==> config.mk <==
export PLATFORM = sky130hd
export DESIGN_NAME = retrain_ctrl
export DESIGN_NICKNAME = d
export VERILOG_FILES = /design/src/rtl/retrain_pkg.sv /design/src/rtl/rt_edge_det.sv /design/src/rtl/rt_tick_cnt.sv /design/src/rtl/rt_fsm.sv /design/src/rtl/retrain_ctrl.sv
export SDC_FILE = /design/constraint.sdc
export NUM_CORES = 1
export LEC_CHECK = 0
export CORE_MARGIN = 2
export CORE_UTILIZATION = 40
export CTS_BUF_LIST = sky130_fd_sc_hd__clkbuf_8 sky130_fd_sc_hd__clkbuf_16
export CTS_CLUSTER_DIAMETER = 150
export DETAILED_ROUTE_END_ITERATION = 10
export GPL_TIMING_DRIVEN = 0
export PLACE_DENSITY = 0.59
export SLEW_MARGIN = 5
export SYNTH_ARGS = -nofsm -noshare
export SYNTH_HDL_FRONTEND = slang
export SYNTH_SLANG_ARGS = --single-unit
export TNS_END_PERCENT = 10
==> constraint.sdc <==
create_clock -name clk_i -period 2 [get_ports clk_i]
set_clock_uncertainty 0.1 [all_clocks]
set_input_delay 0.2 -clock clk_i [delete_from_list [all_inputs] [get_ports clk_i]]
set_output_delay 0.2 -clock clk_i [all_outputs]
set_load 0.02 [all_outputs]
==> src/rtl/retrain_pkg.sv <==
package retrain_pkg;
  typedef enum logic [1:0] {
    ST_IDLE  = 2'd0,
    ST_TRAIN = 2'd1,
    ST_WAIT  = 2'd2
  } rt_state_e;
endpackage

==> src/rtl/rt_edge_det.sv <==
module rt_edge_det #(
  parameter int N = 3
) (
  input  logic         clk_i,
  input  logic         rst_ni,
  input  logic [N-1:0] lvl_i,
  output logic [N-1:0] rise_o,
  output logic [N-1:0] fall_o
);
  for (genvar i = 0; i < N; i++) begin : g_bit
    logic prev_q;
    always_ff @(posedge clk_i or negedge rst_ni) begin
      if (!rst_ni) prev_q <= 1'b0;
      else         prev_q <= lvl_i[i];
    end
    assign rise_o[i] = lvl_i[i] & ~prev_q;
    assign fall_o[i] = ~lvl_i[i] & prev_q;
  end
endmodule

==> src/rtl/rt_tick_cnt.sv <==
module rt_tick_cnt #(
  parameter int MAX = 15,
  localparam int W  = $clog2(MAX + 1)
) (
  input  logic         clk_i,
  input  logic         rst_ni,
  input  logic         clr_i,
  input  logic         tick_i,
  output logic [W-1:0] cnt_o
);
  always_ff @(posedge clk_i or negedge rst_ni) begin
    if (!rst_ni)                          cnt_o <= '0;
    else if (clr_i)                       cnt_o <= '0;
    else if (tick_i && cnt_o < W'(MAX))   cnt_o <= cnt_o + 1'b1;
  end
endmodule

==> src/rtl/rt_fsm.sv <==
module rt_fsm
  import retrain_pkg::*;
(
  input  logic      clk_i,
  input  logic      rst_ni,
  input  logic      loe_rise_i,
  input  logic      rts_rise_i,
  input  logic      rem_rise_i,
  input  logic      rem_fall_i,
  input  logic      carrier_i,
  input  logic      rx_sync_i,
  input  logic      train_done_i,
  input  logic      timeout_i,
  output logic      start_o,
  output rt_state_e state_o,
  output logic      nxt_idle_o
);
  rt_state_e state_q, state_d;
  logic expect_q, expect_d;
  logic ok_q, ok_d, fail_q, fail_d;
  logic start_d, restart;

  always_comb begin
    state_d  = state_q;
    expect_d = expect_q;
    ok_d     = ok_q   | (rem_fall_i &  rx_sync_i);
    fail_d   = fail_q | (rem_fall_i & ~rx_sync_i);
    start_d  = 1'b0;
    restart  = 1'b0;
    unique case (state_q)
      ST_IDLE: begin
        if (loe_rise_i || rem_rise_i || (rts_rise_i && carrier_i)) begin
          start_d  = 1'b1;
          state_d  = ST_TRAIN;
          expect_d = loe_rise_i | rem_rise_i;
          ok_d     = 1'b0;
          fail_d   = 1'b0;
        end
      end
      ST_TRAIN: begin
        if (rem_rise_i) expect_d = 1'b1;
        if (train_done_i) begin
          if (!expect_d)   state_d = ST_IDLE;
          else if (fail_d) restart = 1'b1;  // failure wins over entering wait
          else if (ok_d)   state_d = ST_IDLE;
          else             state_d = ST_WAIT;
        end
      end
      ST_WAIT: begin
        if (fail_d)         restart = 1'b1;
        else if (ok_d)      state_d = ST_IDLE;
        else if (timeout_i) restart = 1'b1;
      end
      default: state_d = ST_IDLE;
    endcase
    if (restart) begin
      start_d  = 1'b1;
      state_d  = ST_TRAIN;
      expect_d = 1'b1;
      ok_d     = 1'b0;
      fail_d   = 1'b0;
    end
  end

  always_ff @(posedge clk_i or negedge rst_ni) begin
    if (!rst_ni) begin
      state_q  <= ST_IDLE;
      expect_q <= 1'b0;
      ok_q     <= 1'b0;
      fail_q   <= 1'b0;
      start_o  <= 1'b0;
    end else begin
      state_q  <= state_d;
      expect_q <= expect_d;
      ok_q     <= ok_d;
      fail_q   <= fail_d;
      start_o  <= start_d;
    end
  end

  assign state_o    = state_q;
  assign nxt_idle_o = (state_d == ST_IDLE);
endmodule

==> src/rtl/retrain_ctrl.sv <==
module retrain_ctrl
  import retrain_pkg::*;
#(
  parameter int SHORT_TICKS   = 15,
  parameter int LONG_TICKS    = 253,
  parameter int TIMEOUT_TICKS = 1200
) (
  input  logic clk_i,
  input  logic rst_ni,
  input  logic tick_i,
  input  logic rts_i,
  input  logic loe_i,
  input  logic remote_i,
  input  logic rx_sync_i,
  input  logic carrier_mode_i,
  input  logic long_dly_i,
  input  logic train_done_i,
  output logic start_o,
  output logic rfs_o
);
  localparam int DLY_MAX = (LONG_TICKS > SHORT_TICKS) ? LONG_TICKS : SHORT_TICKS;
  localparam int DW      = $clog2(DLY_MAX + 1);
  localparam int TW      = $clog2(TIMEOUT_TICKS + 1);

  logic [2:0]    rise, fall;
  logic [DW-1:0] dly_cnt, dly_tgt;
  logic [TW-1:0] tmr_cnt;
  rt_state_e     state;
  logic          nxt_idle, in_wait, idle, timeout, rfs_q;

  rt_edge_det #(.N(3)) u_edge (
    .clk_i (clk_i),
    .rst_ni(rst_ni),
    .lvl_i ({remote_i, rts_i, loe_i}),
    .rise_o(rise),
    .fall_o(fall)
  );

  rt_tick_cnt #(.MAX(DLY_MAX)) u_dly (
    .clk_i (clk_i),
    .rst_ni(rst_ni),
    .clr_i (~rts_i),
    .tick_i(tick_i),
    .cnt_o (dly_cnt)
  );

  rt_tick_cnt #(.MAX(TIMEOUT_TICKS)) u_tmr (
    .clk_i (clk_i),
    .rst_ni(rst_ni),
    .clr_i (~in_wait),
    .tick_i(tick_i),
    .cnt_o (tmr_cnt)
  );

  assign in_wait = (state == ST_WAIT);
  assign idle    = (state == ST_IDLE);
  assign timeout = in_wait & tick_i & (tmr_cnt == TW'(TIMEOUT_TICKS - 1));
  assign dly_tgt = long_dly_i ? DW'(LONG_TICKS) : DW'(SHORT_TICKS);

  rt_fsm u_fsm (
    .clk_i       (clk_i),
    .rst_ni      (rst_ni),
    .loe_rise_i  (rise[0]),
    .rts_rise_i  (rise[1]),
    .rem_rise_i  (rise[2]),
    .rem_fall_i  (fall[2]),
    .carrier_i   (carrier_mode_i),
    .rx_sync_i   (rx_sync_i),
    .train_done_i(train_done_i),
    .timeout_i   (timeout),
    .start_o     (start_o),
    .state_o     (state),
    .nxt_idle_o  (nxt_idle)
  );

  always_ff @(posedge clk_i or negedge rst_ni) begin
    if (!rst_ni) rfs_q <= 1'b0;
    else         rfs_q <= rts_i & (dly_cnt >= dly_tgt) & nxt_idle;
  end

  assign rfs_o = rfs_q;
endmodule

Word-level counts from Yosys, hierarchy flattened
Index checks and enable logic that the tools add are counted.
W data, S select, Z words.
{ "classes": {"add_sub_neg": 2, "magnitude_cmp": 3, "eq_ne": 6, "n_mux": 35, "bitwise_logic": 18, "n_reduce_logical": 9} }
{ "op_table": {"columns": ["operator", "n"], "rows": [
  ["$mux W8", 3],
  ["$mux W11", 2],
  ["$mux W1", 19],
  ["$mux W2", 8],
  ["$add A11 B1 Y11 const B", 1],
  ["$eq A11 B11 Y1 const B", 1],
  ["$lt A11 B11 Y1 const B", 1],
  ["$and A1 B1 Y1", 10],
  ["$add A8 B1 Y8 const B", 1],
  ["$ge A8 B8 Y1", 1],
  ["$lt A8 B8 Y1 const B", 1],
  ["$pmux W2 S3", 1],
  ["$not A1 Y1", 5],
  ["$logic_not A2 Y1", 2],
  ["$ne A2 B1 Y1 const B", 2],
  ["$pmux W1 S2", 2],
  ["$logic_and A1 B1 Y1", 3],
  ["$ne A3 B1 Y1 const B", 1],
  ["$or A1 B1 Y1", 3],
  ["$reduce_bool A3 Y1", 1],
  ["$eq A2 B1 Y1 const B", 1],
  ["$eq A2 B2 Y1 const B", 1],
  ["$logic_or A1 B1 Y1", 2],
  ["$reduce_and A2 Y1", 1]
]} }
{ "totals": {"regBits": 29, "in_bits": 10, "out_inout_bits": 2, "word_cells": 84} }

Logic depth before layout (Yosys ltp)
Gate-level depths: netlist (run 1).
{ "logic_depth": {"ltp_word": 12, "ltp_mapped": 7, "mapped_depth_nobuf": 7} }

Cells and area by module
From an unflattened synthesis (run 1), not the netlist that was laid out.
{ "unflattened": {"hier_cells": 192, "area_unflattened_um2": 1851.8} }
{ "modules_own_cells": {"columns": ["mod", "n_inst", "cells_per_inst", "area_per_inst_um2", "seq_area_each_um2"], "rows": [
  ["rt_tick_cnt (u_tmr)", 1, 60, 593.1, 275.3],
  ["rt_tick_cnt (u_dly)", 1, 52, 495.5, 200.2],
  ["rt_fsm", 1, 50, 466.7, 150.1],
  ["retrain_ctrl", 1, 21, 183.9, 25.0],
  ["rt_edge_det", 1, 9, 112.6, 75.1]
]} }

Worst setup path after synthesis (run 1)
Ideal clock, no wire load.
{ "synth_path": {"path_type": "flip-flop to flip-flop", "start": "reg u_tmr.cnt_o[4]", "end": "reg rfs_q (netlist: rfs_o)", "arrival_time_ns": 1.548, "setup_slack_ns": 0.231, "path_stages_with_launch": 6, "path_buffers": 0, "period_less_slack_ns": 1.769, "cell_sequence": "dfrtp_1 or4_1 nor3_1 and2_1 o21a_4 and4b_1"} }
{ "synth_between": {"elab_chain_len": 9} }
{ "synth_lines": {"columns": ["item", "line_no", "text"], "rows": [
  ["start: declaration", "rt_tick_cnt.sv:9", "output logic [W-1:0] cnt_o"],
  ["start signal: assignment", "rt_tick_cnt.sv:14", "else if (tick_i && cnt_o < W'(MAX)) cnt_o <= cnt_o + 1'b1;"],
  ["$eq A11 B11 Y1", "retrain_ctrl.sv:57", "assign timeout = in_wait & tick_i & (tmr_cnt == TW'(TIMEOUT_TICKS - 1));"],
  ["$and A1 B1 Y1", "retrain_ctrl.sv:57", null],
  ["$mux W1", "rt_fsm.sv:52", "else if (timeout_i) restart = 1'b1;"],
  ["$mux W1", "rt_fsm.sv:51", "else if (ok_d) state_d = ST_IDLE;"],
  ["$mux W1", "rt_fsm.sv:50", "if (fail_d) restart = 1'b1;"],
  ["$pmux W1 S2", "rt_fsm.sv:30", "unique case (state_q)"],
  ["$mux W2", "rt_fsm.sv:56", "if (restart) begin"],
  ["$logic_not A2 Y1", "rt_fsm.sv:82", "assign nxt_idle_o = (state_d == ST_IDLE);"],
  ["$and A1 B1 Y1", "retrain_ctrl.sv:78", "else rfs_q <= rts_i & (dly_cnt >= dly_tgt) & nxt_idle;"],
  ["end signal: assignment", "retrain_ctrl.sv:78", null],
  ["end: declaration", "retrain_ctrl.sv:29", "logic nxt_idle, in_wait, idle, timeout, rfs_q;"]
]} }
Every way passes these cells.
A chain may end at the register's enable or synchronous reset.

Final worst setup path (run 1)
Ends and elaborated chain as after synthesis.

==> results of run 1 <==
power by group through the flow:
stage,logic [mW],registers [mW],clock network [mW]
2_1_floorplan,0.282,0.717,0
3_3_place_gp,0.396,0.717,0
3_5_place_dp,0.410,0.722,0
4_1_cts,0.419,0.715,0.555
5_1_grt,0.460,0.726,0.590
6_report,0.417,0.716,0.534
how the worst max path moves through the flow:
stage | end | depth (start not counted) | from | slack, ps
2_1_floorplan | rfs_o$_DFF_PN0_ | 5 | u_tmr.cnt_o[4]$_DFFE_PN0P_ | 230
3_3_place_gp | rfs_o$_DFF_PN0_ | 6 | remote_i | -280
3_5_place_dp | rfs_o$_DFF_PN0_ | 6 | remote_i | -330
4_1_cts | rfs_o$_DFF_PN0_ | 5 | u_tmr.cnt_o[4]$_DFFE_PN0P_ | 110
5_1_grt | rfs_o$_DFF_PN0_ | 6 | remote_i | 10
6_report | rfs_o$_DFF_PN0_ | 5 | u_tmr.cnt_o[4]$_DFFE_PN0P_ | 120
worst max-delay path: cells and delay by family, from the launching register on:
family          cells  cell delay (ps)
simple gates        4             1080
compound gates      1              160
flops               1              440
layout by cell type (no fill, tap or decap), types with 3 or more instances in the layout:
master	count
a211oi_1	5
a21oi_1	12
clkbuf_8	7
clkdlybuf4s50_1	10
dfrtp_1	28
ha_1	12
inv_1	17
nand2_1	6
nand3_1	5
nand4_1	7
nor2_1	19
nor3_1	5
nor3b_1	3
o21ai_0	4
xnor2_1	10
xor2_1	4
stage by stage:
step	power [mW]	hold WS (ps)
2_1_floorplan	0.9990	-195.6
3_3_place_gp	1.114	436.9
3_5_place_dp	1.132	456.4
4_1_cts	1.689	292.2
5_1_grt	1.775	292.2
6_report	1.667	304.2
layout make-up:
| cell class | instances | area (um2) |
|---|---|---|
| Sequential cell | 29 | 726.9 |
| Clock inverter | 1 | 5.005 |
| Multi-Input combinational cell | 126 | 902.1 |
| Timing Repair Buffer | 12 | 115.1 |
| Fill cell | 382 | 2049 |
| Tap cell | 50 | 62.56 |
| Buffer | 2 | 7.507 |
| Clock buffer | 7 | 96.34 |
| Inverter | 17 | 63.81 |
kinds of logic (layout without fill, tap and decap cells):
kind of cell	Yosys count	in the layout
flops	29	29
simple gates	62	62
fa+ha+maj	12	12
compound gates	36	36
buf+inv	19	39
mux	2	2
xor+xnor	14	14
sequential cells by signal (all words and copies together), names as in the netlist:
| register | count |
|---|---|
| u_fsm.fail_q | 1 |
| u_fsm.expect_q | 1 |
| rfs_o | 1 |
| u_fsm.ok_q | 1 |
| u_fsm.start_o | 1 |
| u_edge.g_bit.prev_q | 3 |
| u_tmr.cnt_o | 11 |
| u_dly.cnt_o | 8 |
| u_fsm.state_o | 2 |
repair_timing:
item	CTS	global route
setup buffers	0	0
endpoints found under the setup margin	2	1
hold endpoints to repair	0	29
hold buffers	0	1
gates resized for setup	2	1
cloned	0	0
pin swaps	0	0
routing by layer:
metal | vias up | global-route usage (%) | wire [um]
met5 | - | 0 | 0
met4 | 0 | 9.150 | 99
met3 | 10 | 4.678 | 142
met2 | 23 | 26.82 | 1677
met1 | 634 | 17.04 | 1448
li1 | 656 | - | -
==> impl_metrics.env, run 1 <==
export IMPL_status="completed"
export IMPL_pwr_share_seq_pct=43.0
export IMPL_die_h_um=69.06
export IMPL_grt_overflow=0
export IMPL_hold_start="loe_i"
export IMPL_clk_path_buf_depth=2
export IMPL_timing_critical_path_arrival_ps=1950
export IMPL_placed_cells=235
export IMPL_synth_simple_gate_area_share_pct=19.44
export IMPL_dpl_cell_area_um2=1866
export IMPL_slowest_stage="or4_1"
export IMPL_maxSlewHeadroom_pct=55.87
export IMPL_p_comb_share_pct=25.0
export IMPL_drtAntennaViolNets=0
export IMPL_final_cell_area_um2=1979
export IMPL_h_tree_depth=2
export IMPL_start_util_pct=42.02
export IMPL_post_route_cells_drive_above_1_share_pct=9.278
export IMPL_die_w_um=69.06
export IMPL_track_usage_pct=15.67
export IMPL_diodes=0
export IMPL_fmaxAchievable_mhz=531.2
export IMPL_place_congestion=0.7896
export IMPL_synth_adder_area_share_pct=8.869
export IMPL_synthArstFlopShare_pct=100.0
export IMPL_synth_top_area_cell="dfrtp_1"
export IMPL_synthTopCellsByCount="dfrtp_1 (29), nor2_1 (19), inv_1 (17)"
export IMPL_synth_top_family_by_area="simple AND/OR/NAND/NOR gates"
export IMPL_p_sw_mw=0.5207
export IMPL_finalCritPeriodShare_pct=94.13
export IMPL_synthesis_nets=196
export IMPL_synth_compound_area_share_pct=16.19
export IMPL_r2r_start="u_tmr.cnt_o[4]$_DFFE_PN0P_"
export IMPL_cts_root_buffer="clkbuf_8"
export IMPL_r2r_end="rfs_o$_DFF_PN0_"
export IMPL_yosysWarnings=0
export IMPL_synth_edf_count=0
export IMPL_reg2reg_slack_ps=120
export IMPL_syn_area_um2=1693
export IMPL_cts_buffers=5
export IMPL_insertion_delay_ps=280
export IMPL_grt_pass1_vias=1369
export IMPL_power_density_nw_per_um2=842.0
export IMPL_cp_max_fo=7
export IMPL_p_leak_nw=0.8531
export IMPL_synth_most_common_cell="dfrtp_1"
export IMPL_cp_start_kind="flip-flop"
export IMPL_irDropWorstVdd_mv=0.3710
export IMPL_end_kind="flip-flop"
export IMPL_setup_slack_ps=117.4
export IMPL_slowest_delay_ps=550
export IMPL_synth_ff_type="dfrtp_1"
export IMPL_hold_depth=1
export IMPL_hold_viol=0
export IMPL_fin_crit_ps=1883
export IMPL_place_worst_setup_slack_ps=-326.1
export IMPL_dp_hpwl_um=2497
export IMPL_post_drt_wl_per_cell_um=13.80
export IMPL_dieArea_um2=4769
export IMPL_final_nets=215
export IMPL_drcViolationCount=0
export IMPL_rows=23
export IMPL_clockPowerShare_pct=32.0
export IMPL_required_ps=2070
export IMPL_worst_pin_slew_ps=661.9
export IMPL_power_internal_mw=1.146
export IMPL_antenna_found_initial=0
export IMPL_yosys_area_top_type_share_pct=42.87
export IMPL_grt_max_degree=30
export IMPL_vias=1323
export IMPL_drt_iter0_drc=33
export IMPL_vias_per_cell=5.422
export IMPL_min_delay_worst_endpoint="u_edge.g_bit[0].prev_q$_DFF_PN0_"
export IMPL_avgSynthCellArea_um2=9.729
export IMPL_dr_pass1_iters=4
export IMPL_synth_seq_cells=29
export IMPL_synthTopCellsByArea="dfrtp_1 (43%), ha_1 (8.9%), xnor2_1 (5.2%), nor2_1 (4.2%), inv_1 (3.8%)"
export IMPL_synthMuxAreaShare_pct=1.183
export IMPL_crit_chain="or4_1 > nor3_1 > and2_1 > o21a_4 > and4b_1"
export IMPL_final_core_util_pct=49.13
export IMPL_cap_violations=0
export IMPL_path_clk_slew_ps=60
export IMPL_hold_path_class="primary input to flip-flop"
export IMPL_r2r_cells=5
export IMPL_netlist_instances=174
export IMPL_wirelength_um=3367
export IMPL_synth_seq_area_share_pct=42.87
export IMPL_slew_viol_final=0
export IMPL_grt_pass1_wl_um=5982
export IMPL_rsz0062_at_grt="no"
export IMPL_core_um2=4029
export IMPL_cts_sinks=29
export IMPL_finalSetupViolations=0
export IMPL_finalNonFillerCells=244
export IMPL_io_buffers=11
export IMPL_synth_xor_area_share_pct=7.243
export IMPL_syn2layout_area_growth_pct=16.93
export IMPL_finalSetupTns_ps=0
export IMPL_ios=12
export IMPL_setup_worst_path_class="flip-flop to flip-flop"
export IMPL_cts_tree="built"
export IMPL_synth_cell_type_count=41
export IMPL_sw_frac_of_total_pct=31.24
Power figures use the tool's default switching activity.
==> inputs of run 2 (changes only) <==
--- a/config.mk
+++ b/config.mk
@@ -10,7 +10,6 @@
 export CTS_BUF_LIST = sky130_fd_sc_hd__clkbuf_8 sky130_fd_sc_hd__clkbuf_16
 export CTS_CLUSTER_DIAMETER = 150
 export DETAILED_ROUTE_END_ITERATION = 10
-export GPL_TIMING_DRIVEN = 0
 export PLACE_DENSITY = 0.59
 export SLEW_MARGIN = 5
 export SYNTH_ARGS = -nofsm -noshare
==> impl_metrics.env, run 2 (same netlist as run 1, synthesis figures left out) <==
export IMPL_r2r_cells=5
export IMPL_io_buffers=11
export IMPL_maxSlewHeadroom_pct=73.75
export IMPL_cp_top_family="simple AND/OR/NAND/NOR gates"
export IMPL_r2r_end="rfs_o$_DFF_PN0_"
export IMPL_fin_crit_ps=1881
export IMPL_setup_slack_ps=119.1
export IMPL_hold_viol=0
export IMPL_grt_pass1_wl_um=6023
export IMPL_rsz0062_at_grt="no"
export IMPL_vias=1329
export IMPL_p_leak_nw=0.9112
export IMPL_insertion_delay_ps=280
export IMPL_reg_largest_list="u_tmr.cnt_o x11, u_dly.cnt_o x8, u_edge.g_bit.prev_q x3"
export IMPL_final_common_cell="dfrtp_1"
export IMPL_die_h_um=69.06
export IMPL_slowest_stage="or4_1"
export IMPL_top_register="u_tmr.cnt_o"
export IMPL_clk_path_buf_depth=2
export IMPL_irDropWorstVdd_mv=0.4882
export IMPL_post_drt_wl_per_cell_um=13.66
export IMPL_vias_per_cell=5.295
export IMPL_rows=23
export IMPL_final_nets=222
export IMPL_cts_root_buffer="clkbuf_8"
export IMPL_track_usage_pct=15.52
export IMPL_r2r_start="u_tmr.cnt_o[6]$_DFFE_PN0P_"
export IMPL_diodes=0
export IMPL_setup_worst_path_class="flip-flop to flip-flop"
export IMPL_drtAntennaViolNets=0
export IMPL_dr_pass1_iters=4
export IMPL_cts_tree="built"
export IMPL_dieArea_um2=4769
export IMPL_syn2layout_area_growth_pct=22.32
export IMPL_slew_viol_final=0
export IMPL_power_density_nw_per_um2=917.0
export IMPL_start_util_pct=42.02
export IMPL_status="completed"
export IMPL_final_core_util_pct=51.40
export IMPL_grt_overflow=0
export IMPL_die_w_um=69.06
export IMPL_post_route_cells_drive_above_1_share_pct=12.94
export IMPL_core_um2=4029
export IMPL_cts_sinks=29
export IMPL_finalSetupTns_ps=0
export IMPL_drcViolationCount=0
export IMPL_end_kind="flip-flop"
export IMPL_finalSetupViolations=0
export IMPL_drt_iter0_drc=60
export IMPL_wirelength_um=3428
export IMPL_finalCritPeriodShare_pct=94.04
export IMPL_h_tree_depth=2
export IMPL_cts_setup_buffers=0
export IMPL_place_congestion=0.8192
export IMPL_grt_max_degree=30
export IMPL_slowest_delay_ps=520
export IMPL_crit_chain="or4_1 > nor3_1 > and2_1 > o21a_4 > and4b_1"
export IMPL_fmaxAchievable_mhz=531.7
export IMPL_cts_buffers=5
export IMPL_path_clk_slew_ps=70
export IMPL_crit_buf_inv=0
export IMPL_ios=12
export IMPL_timing_critical_path_arrival_ps=1950
export IMPL_dp_hpwl_um=2524
export IMPL_worst_pin_slew_ps=392.9
export IMPL_largest_register_ffs=11
export IMPL_cp_start_kind="flip-flop"
export IMPL_required_ps=2070
export IMPL_layout_common_cells="dfrtp_1 (29), nor2_1 (19), inv_1 (17), a21oi_1 (12), ha_1 (12)"
export IMPL_cp_max_fo=7
export IMPL_place_worst_setup_slack_ps=-116.8
export IMPL_path_depth=5
export IMPL_hold_path_class="primary input to async pin"
export IMPL_reg2reg_slack_ps=120
export IMPL_grt_pass1_vias=1385
export IMPL_antenna_found_initial=0
export IMPL_cap_violations=0
==> run 2: worst register-to-register path, delay by kind of cell, from the launching register on <==
family	cells	cell delay, ps
AOI/OAI and AO/OA	1	160
DFF	1	420
and+or+nand+nor	4	1100
==> run 2: report_power, final <==
part	total (mW)	switching [mW]	internal, mW
Combinational	0.457	0.233	0.225
Sequential	0.713	0.0649	0.648
Clock	0.728	0.234	0.495
==> run 2: cell type report <==
class | instances | area (um2)
multi-input combinational | 126 | 899.6
fill | 386 | 1958
timing repair buffer | 21 | 185.2
inverter | 17 | 63.81
clock inverter | 3 | 65.06
clock buffer | 5 | 68.82
sequential | 29 | 725.7
tap | 50 | 62.56
==> run 2: through the flow <==
stage / instance area, um2 / total power [mW] / hold WS (ps) / std cells
floorplan: 1693 / 0.9990 / -195.6 / 174
global placement: 1933 / 1.167 / 437.6 / 243
detailed placement: 1933 / 1.179 / 455.2 / 243
CTS: 2067 / 1.923 / 205.9 / 251
global route: 2071 / 2.006 / 234.5 / 251
finish: 2071 / 1.899 / 196.8 / 251
==> run 2: how the worst max path moves through the flow <==
stage	to	slack, ps	startpoint
2_1_floorplan	rfs_o$_DFF_PN0_	230	u_tmr.cnt_o[4]$_DFFE_PN0P_
3_3_place_gp	rfs_o$_DFF_PN0_	-50	remote_i
3_5_place_dp	rfs_o$_DFF_PN0_	-120	remote_i
4_1_cts	rfs_o$_DFF_PN0_	120	u_fsm.state_o[1]$_DFF_PN0_
5_1_grt	rfs_o$_DFF_PN0_	30	u_fsm.state_o[1]$_DFF_PN0_
6_report	rfs_o$_DFF_PN0_	120	u_tmr.cnt_o[6]$_DFFE_PN0P_
==> run 2: layer usage <==
metal	vias to the layer above	GRT usage, %	routed length [um]
li1	665	-	-
met3	6	4.386	129
met1	635	19.76	1625
met5	-	0	0
met4	0	7.407	51
met2	23	24.25	1622
==> run 2: timing repair <==
| item | 4_1_cts | 5_1_grt |
|---|---|---|
| resized for setup | 0 | 2 |
| setup endpoints to repair | 0 | 1 |
| hold buffers | 0 | 0 |
